--- src/rtl/intc_pkg.sv ---
package intc_pkg;
    localparam int NSRC  = 3;
    localparam int REG_W = 4;
    localparam int VEC_W = 3;

    typedef enum logic [2:0] {
        ST_IDLE,
        ST_WAIT1,
        ST_WAIT2,
        ST_STACK,
        ST_VECTOR
    } seq_state_t;
endpackage

--- src/rtl/intc_flags.sv ---
module intc_flags
    import intc_pkg::*;
#(
    parameter int PORT_W = 4
) (
    input  logic              clk,
    input  logic              rst_n,
    input  logic              wr_en,
    input  logic              wr_sel,
    input  logic [REG_W-1:0]  wr_data,
    input  logic              tmr0_wrap,
    input  logic              base_wrap,
    input  logic [PORT_W-1:0] pins,
    input  logic              clr_ie,
    output logic [NSRC-1:0]   ie_q,
    output logic [NSRC-1:0]   irq_q,
    output logic [NSRC-1:0]   ie_nxt,
    output logic [NSRC-1:0]   irq_nxt
);
    logic armed_q;
    logic all_high;
    logic port_evt;
    logic [NSRC-1:0] hw_set;
    logic unused_hi;

    assign unused_hi = ^wr_data[REG_W-1:NSRC];
    assign all_high  = &pins;
    assign port_evt  = armed_q && !all_high;
    assign hw_set    = {tmr0_wrap, base_wrap, port_evt};

    always_comb begin
        ie_nxt = ie_q;
        if (wr_en && !wr_sel) ie_nxt = wr_data[NSRC-1:0];
        if (clr_ie) ie_nxt = '0;
    end

    always_comb begin
        irq_nxt = irq_q;
        if (wr_en && wr_sel) irq_nxt = wr_data[NSRC-1:0];
        irq_nxt = irq_nxt | hw_set;
    end

    always_ff @(posedge clk or negedge rst_n) begin
        if (!rst_n) begin
            ie_q    <= '0;
            irq_q   <= '0;
            armed_q <= 1'b0;
        end else begin
            ie_q    <= ie_nxt;
            irq_q   <= irq_nxt;
            if (all_high)      armed_q <= 1'b1;
            else if (port_evt) armed_q <= 1'b0;
        end
    end
endmodule

--- src/rtl/intc_prio.sv ---
module intc_prio
    import intc_pkg::*;
(
    input  logic [NSRC-1:0]  active,
    output logic [VEC_W-1:0] code
);
    always_comb begin
        code = '0;
        for (int i = 0; i < NSRC; i++) begin
            if (active[i]) code = VEC_W'(NSRC - i);
        end
    end
endmodule

--- src/rtl/intc_seq.sv ---
module intc_seq
    import intc_pkg::*;
(
    input  logic             clk,
    input  logic             rst_n,
    input  logic             retire,
    input  logic             enable_wr,
    input  logic             pending,
    input  logic [VEC_W-1:0] win_code,
    output logic             push_pc,
    output logic             vec_load,
    output logic [VEC_W-1:0] vec_sel,
    output logic             clr_ie
);
    seq_state_t state_q, state_d;
    logic [VEC_W-1:0] win_q;

    always_comb begin
        state_d = state_q;
        unique case (state_q)
            ST_IDLE: begin
                if (retire) begin
                    if (enable_wr)    state_d = ST_WAIT1;
                    else if (pending) state_d = ST_STACK;
                end
            end
            ST_WAIT1:  if (retire) state_d = pending ? ST_WAIT2 : ST_IDLE;
            ST_WAIT2:  if (retire) state_d = pending ? ST_STACK : ST_IDLE;
            ST_STACK:  state_d = ST_VECTOR;
            ST_VECTOR: state_d = ST_IDLE;
            default:   state_d = ST_IDLE;
        endcase
    end

    always_ff @(posedge clk or negedge rst_n) begin
        if (!rst_n) begin
            state_q <= ST_IDLE;
            win_q   <= '0;
        end else begin
            state_q <= state_d;
            if (state_d == ST_STACK && state_q != ST_STACK) win_q <= win_code;
        end
    end

    always_comb begin
        push_pc  = 1'b0;
        vec_load = 1'b0;
        vec_sel  = '0;
        clr_ie   = 1'b0;
        unique case (state_q)
            ST_STACK: begin
                push_pc = 1'b1;
                clr_ie  = 1'b1;
            end
            ST_VECTOR: begin
                vec_load = 1'b1;
                vec_sel  = win_q;
            end
            default: ;
        endcase
    end
endmodule

--- src/rtl/intr_accept_ctrl.sv ---
module intr_accept_ctrl
    import intc_pkg::*;
#(
    parameter int PORT_W = 4
) (
    input  logic              clk,
    input  logic              rst_n,
    input  logic              reg_we,
    input  logic              reg_sel,
    input  logic [3:0]        reg_wdata,
    output logic [3:0]        reg_rdata,
    input  logic              retire,
    input  logic              enable_wr,
    input  logic              tmr0_wrap,
    input  logic              base_wrap,
    input  logic [PORT_W-1:0] port_pins,
    output logic              push_pc,
    output logic              vec_load,
    output logic [2:0]        vec_sel,
    output logic              wake_halt,
    output logic              wake_stop
);
    logic [NSRC-1:0]  ie_q, irq_q, ie_nxt, irq_nxt;
    logic [VEC_W-1:0] win_code;
    logic             clr_ie;
    logic             pending;

    intc_flags #(.PORT_W(PORT_W)) u_flags (
        .clk       (clk),
        .rst_n     (rst_n),
        .wr_en     (reg_we),
        .wr_sel    (reg_sel),
        .wr_data   (reg_wdata),
        .tmr0_wrap (tmr0_wrap),
        .base_wrap (base_wrap),
        .pins      (port_pins),
        .clr_ie    (clr_ie),
        .ie_q      (ie_q),
        .irq_q     (irq_q),
        .ie_nxt    (ie_nxt),
        .irq_nxt   (irq_nxt)
    );

    assign pending = |(ie_nxt & irq_nxt);

    intc_prio u_prio (
        .active (ie_nxt & irq_nxt),
        .code   (win_code)
    );

    intc_seq u_seq (
        .clk       (clk),
        .rst_n     (rst_n),
        .retire    (retire),
        .enable_wr (enable_wr),
        .pending   (pending),
        .win_code  (win_code),
        .push_pc   (push_pc),
        .vec_load  (vec_load),
        .vec_sel   (vec_sel),
        .clr_ie    (clr_ie)
    );

    assign reg_rdata = reg_sel ? {1'b0, irq_q} : {1'b0, ie_q};
    assign wake_halt = |irq_q;
    assign wake_stop = irq_q[0];
endmodule

--- config.mk ---
export PLATFORM = sky130hd
export DESIGN_NAME = intr_accept_ctrl
export DESIGN_NICKNAME = d
export VERILOG_FILES = /design/src/rtl/intc_pkg.sv /design/src/rtl/intc_flags.sv /design/src/rtl/intc_prio.sv /design/src/rtl/intc_seq.sv /design/src/rtl/intr_accept_ctrl.sv
export SDC_FILE = /design/constraint.sdc
export NUM_CORES = 1
export LEC_CHECK = 0
export CAP_MARGIN = 20
export CELL_PAD_IN_SITES_DETAIL_PLACEMENT = 1
export CELL_PAD_IN_SITES_GLOBAL_PLACEMENT = 2
export CORE_ASPECT_RATIO = 1.75
export CORE_MARGIN = 5
export CORE_UTILIZATION = 24
export CTS_CLUSTER_SIZE = 14
export DETAILED_ROUTE_END_ITERATION = 16
export PLACE_DENSITY = 0.81
export SYNTH_ARGS = -nofsm -noshare
export SYNTH_HDL_FRONTEND = slang
export SYNTH_SLANG_ARGS = --single-unit
--- constraint.sdc ---
create_clock -name clk -period 1.55 [get_ports clk]
set_input_delay 0.31 -clock clk [delete_from_list [all_inputs] [get_ports clk]]
set_output_delay 0.31 -clock clk [all_outputs]
set_load 0.03 [all_outputs]
Word-level counts from Yosys, hierarchy flattened --
Index checks and enable logic that the tools add are counted.
Word-level totals: flip-flop bits (word level) 13, output and inout bits 11, word-level logic and storage cells 44
Cells by class: equal/unequal tests 6, multiplexer cells 20, bitwise gates (word level) 2, reductions and logical operators 11
Operator list (count):
- $mux W3 | 10
- $pmux W3 S4 | 1
- $mux W2 | 5
- $eq A3 B2 Y1 const B | 3
- $reduce_or A3 Y1 | 2
- $logic_and A1 B1 Y1 | 4
- $mux W1 | 4
- $reduce_and A4 Y1 | 1
- $and A3 B3 Y3 | 1
- $eq A3 B1 Y1 const B | 1
- $eq A3 B3 Y1 const B | 1
- $logic_not A3 Y1 | 1
- $ne A3 B2 Y1 const B | 1
- $or A3 B3 Y3 | 1
- $logic_not A1 Y1 | 2
- $reduce_bool A2 Y1 | 1

Depth between registers and ports, before layout --
depth after elaboration 12, mapped depth 7, gate-level depth less buffers 6

By module --
From an unflattened synthesis, not the netlist that was laid out.
Second synthesis, totals: cells, all modules 68, area total of the unflattened synthesis 726.9 µm²
By module, submodules not included:
- intc_seq | times used 1, cells an instance 28, area an instance 325.3 µm², seq. area each 150.1 µm²
- intc_flags | times used 1, cells an instance 23, area an instance 286.5 µm², seq. area each 175.2 µm²
- intr_accept_ctrl | times used 1, cells an instance 11, area an instance 85.1 µm², seq. area each 0.0 µm²
- intc_prio | times used 1, cells an instance 6, area an instance 30.0 µm², seq. area each 0.0 µm²

Worst setup path before layout --
Ideal clock, no wire load.
path type register to register, from register u_seq.state_q[0], to register u_seq.win_q[0], arrival 1.653 ns, required time 1.424 ns, path slack -0.229 ns, stages on the path, launching flop included 6, period minus slack after synthesis 1.779 ns, path through dfrtp_1 -> inv_2 -> nor3_2 -> nor3_1 -> o31a_1 -> o32a_1
Between the ends: longest elaborated chain between the ends 11, elaborated cells between the ends (all ways) 22, those cells by class 5 x eq/ne; 13 x mux; 1 x bitwise; 3 x reduce/logical
RTL lines:
- start, declared | line intc_seq.sv:15 | seq_state_t state_q, state_d;
- start signal, assigned | line intc_seq.sv:40 | state_q <= state_d;
- $eq A3 B2 Y1 *
- $mux W1 *
- via push_pc | line intr_accept_ctrl.sv:17 | output logic push_pc,
- $mux W3 * | line intc_flags.sv:34 | if (clr_ie) ie_nxt = '0;
- $and A3 B3 Y3 * | line intr_accept_ctrl.sv:44, intr_accept_ctrl.sv:47
- $reduce_or A3 Y1 | line intr_accept_ctrl.sv:44 | assign pending = |(ie_nxt & irq_nxt);
- $mux W3 | line intc_seq.sv:24 | else if (pending) state_d = ST_STACK;
- $mux W3 | line intc_seq.sv:23 | if (enable_wr) state_d = ST_WAIT1;
- $mux W3 | line intc_seq.sv:22 | if (retire) begin
- $pmux W3 S4 | line intc_seq.sv:20 | unique case (state_q)
- $eq A3 B2 Y1 | line intc_seq.sv:41 | if (state_d == ST_STACK && state_q != ST_STACK) win_q <= win_code;
- $logic_and A1 B1 Y1 | line intc_seq.sv:41
- end signal, assigned | line intc_seq.sv:41
- end, declared | line intc_seq.sv:16 | logic [VEC_W-1:0] win_q;
The timed path passes the listed nets; every way through them passes the cells marked *. A chain may end at the register's enable or synchronous reset.

Final worst setup path --
from input reg_wdata[1], to register u_seq.win_q[0]
Between the ends: longest elaborated chain between the ends 10, elaborated cells between the ends (all ways) 18, those cells by class 1 x eq/ne; 13 x mux; 2 x bitwise; 2 x reduce/logical
RTL lines:
- start, declared | line intr_accept_ctrl.sv:10 | input logic [3:0] reg_wdata,
- $mux W3 (on tied branches) | line intc_flags.sv:33, intc_flags.sv:39
- $mux W3 or $or A3 B3 Y3 (tied branches) | line intc_flags.sv:34, intc_flags.sv:40
- $and A3 B3 Y3 * | line intr_accept_ctrl.sv:44, intr_accept_ctrl.sv:47
- $reduce_or A3 Y1 | line intr_accept_ctrl.sv:44
- $mux W3 | line intc_seq.sv:24
- $mux W3 | line intc_seq.sv:23
- $mux W3 | line intc_seq.sv:22
- $pmux W3 S4 | line intc_seq.sv:20
- $eq A3 B2 Y1 | line intc_seq.sv:41
- $logic_and A1 B1 Y1 | line intc_seq.sv:41
Mark *: on every way between the ends. The rest lies on a longest branch, timed or not.

==> impl_metrics.json <==
{
  "gp_congestion": 0.871,
  "antenna_left": 0,
  "grt_max_degree": 13,
  "synth_area_leaders": "dfrtp_1 42%, and3_1 5.2%, mux2_2 4.7%",
  "violations": "setup timing",
  "path_class": "in -> reg",
  "routed_wl_um": 2730,
  "synth_area_um2": 718,
  "grt_pass1_wl_um": 4260,
  "grt_pass1_vias": 932,
  "cts_buffers": 3,
  "wl_met1_um": 878,
  "finalCriticalPeriod_ns": 1.65,
  "fin_skew_ns": 0.00308,
  "synth_seq_cells": 12,
  "cp_max_fo": 2,
  "vias": 800,
  "finalSetupTns_ns": -0.119,
  "synth_top_cell_by_area": "dfrtp_1",
  "fin_nets": 147,
  "wl_per_cell_um": 17.3,
  "p_sw_mw": 0.749,
  "crit_chain": "clkdlybuf4s50_1 -> a211oi_4 -> o32ai_4 -> o31a_1 -> o32a_1",
  "grt-ovfl-total": 0,
  "cts_tree": "yes",
  "cts.path.max_buffers": 2,
  "syn_to_final_growth_pct": 93.4,
  "viasPerCell": 5.06,
  "die_area_um2": 4230,
  "cpMaxStageDelayCell": "clkdlybuf4s50_1",
  "drv_slew": 0,
  "antenna_found_initial": 0,
  "synth_most_common_cell": "dfrtp_1",
  "final_cell_area_um2": 1390,
  "num_antenna_cells": 0,
  "drc": 0,
  "core_area_um2": 2900,
  "synth_edf_count": 0,
  "top_layer": "met4",
  "die-width_um": 51.4,
  "rsz0062_at_grt": "true",
  "ir_drop_mv": 0.777,
  "num_rows": 26,
  "max_cap_viol_count": 0,
  "cp.arrival_ns": 1.78,
  "start_util_pct": 24.8,
  "clock_latency_ns": 0.25,
  "synth_ff_type": "dfrtp_1",
  "yosysWarnings": 0,
  "fmax_ghz": 0.606,
  "period_share_pct": 106,
  "synth_common_cells": "12 x dfrtp_1, 7 x inv_1, 6 x and3_1, 6 x nor2_1, 5 x a21oi_1",
  "end_kind": "flop",
  "synth.distinct_cells": 32,
  "fp.dieH_um": 82.4,
  "setup_ws_ns": -0.100,
  "p_seq_share_pct": 25.0,
  "crit_path_max_incr_delay_ns": 0.49,
  "htree_levels": 1,
  "drt-initial-drc-count": 1,
  "dp_hpwl_um": 1960,
  "p_per_area_nw_per_um2": 1430,
  "pre_cts_ws_ns": -0.725,
  "critPathRequiredTime_ns": 1.68,
  "firstDrtPassIters": 2,
  "ioPinCount": 27,
  "r2r_setup_slack_ns": -0.09,
  "seq_area_frac_synth_pct": 41.8,
  "power.share.switching_pct": 37.8,
  "wl_met2_um": 1630,
  "cts.sinks": 12,
  "cts.reportedPaths.clkPinSlew_ns": 0.05,
  "synth.top_cell.area_share_pct": 41.8,
  "port_buffers": 23,
  "syn_area_per_cell_um2": 9.58,
  "crit_path_start_kind": "primary input",
  "hold_class": "in -> async",
  "clock_power_share_pct": 17.7,
  "root_buffer": "clkbuf_8",
  "dpl-instance-area_um2": 1110,
  "wl_met3_um": 102,
  "setup-violations-final": 2,
  "outcome": "finished, violations left",
  "hold_viol_final": 0,
  "synth-async-reset-ratio_pct": 100,
  "netlist_instances": 75,
  "drive_above_1_share_pct": 53.1,
  "leakage_nw": 0.650,
  "combPwrFrac_pct": 57.3,
  "p_int_mw": 1.23,
  "grtUsageTotal_pct": 14.0
}
-- state kept, by name, indices dropped and copies added, names as in the netlist --
signal / cells
u_seq.state_q: 3
u_flags.irq_q: 3
u_flags.ie_q: 3
u_flags.armed_q: 1
u_seq.win_q: 2
-- area by class of cell --
cell class              instances  area (um2)
inverters                       9        33.8
clock buffers                   4        55.1
multi-input cells              52         497
flip-flops and latches         12         300
well taps                      28        35.0
fillers                       320        1510
repair buffers                 53         468
-- path summary, 6_finish.rpt --
kind	start	end	depth (start not counted)
max	reg_wdata[1]	u_seq.win_q[0]	5
min	rst_n	u_seq.state_q[2]	2
max reg2reg	u_flags.irq_q[0]	u_seq.win_q[0]	5
min reg2reg	u_seq.win_q[1]	u_seq.win_q[1]	2
max in group asynchronous	rst_n	u_flags.irq_q[2]	2
min in group clk	u_seq.win_q[1]	u_seq.win_q[1]	2
-- routing by layer --
layer / track usage, % / vias to the layer above
li1: - / 377
met1: 12.6 / 392
met2: 27.0 / 22
met3: 2.33 / 9
met4: 10.8 / 0
met5: 0 / -
-- worst max-delay path: cells and delay by family --
family                 cells  cell delay [ns]
AOI/OAI and AO/OA          4             0.98
buffers and inverters      1             0.49
-- power groups by stage --
stage / combinational [mW] / sequential (mW) / clock [mW]
3_3_place_gp: 0.802 / 0.485 / 0
2_1_floorplan: 0.441 / 0.495 / 0
6_report: 1.13 / 0.495 / 0.350
5_1_grt: 1.22 / 0.509 / 0.377
3_5_place_dp: 0.829 / 0.497 / 0
4_1_cts: 1.02 / 0.491 / 0.359
-- cell usage in the layout, fill, tap and decap left out, drive strengths merged, types with 5 or more instances in the layout --
master,netlist,layout
buf,3,36
dfrtp,12,12
inv,9,9
dlygate4sd2,0,6
clkdlybuf4s50,0,6
nor2,6,6
and3,6,6
a21oi,5,5
nor3,5,5
-- metrics by stage --
stage          utilization [%]  cells  power [mW]  hold WS [ns]
2_1_floorplan                -     76       0.936        0.0144
3_3_place_gp              38.4    144        1.29         0.489
3_5_place_dp              38.4    144        1.33         0.506
4_1_cts                   45.5    155        1.87         0.365
5_1_grt                   48.0    158        2.11         0.384
6_report                  48.0    158        1.98         0.366
-- timing repair --
item | CTS | global route
pin swaps | 9 | 10
buffers inserted | 7 | 3
gates resized for setup | 49 | 17
endpoints found under the setup margin | 13 | 10
hold buffers | 0 | 0
-- cell families after synthesis --
family / Yosys count / synth area share [%]
other cells: 1 / 0.522
buf+inv: 12 / 8.36
flops: 12 / 41.8
mux: 7 / 10.5
compound gates: 18 / 19.0
simple gates: 25 / 19.9
(Power assumes the default switching activity.)
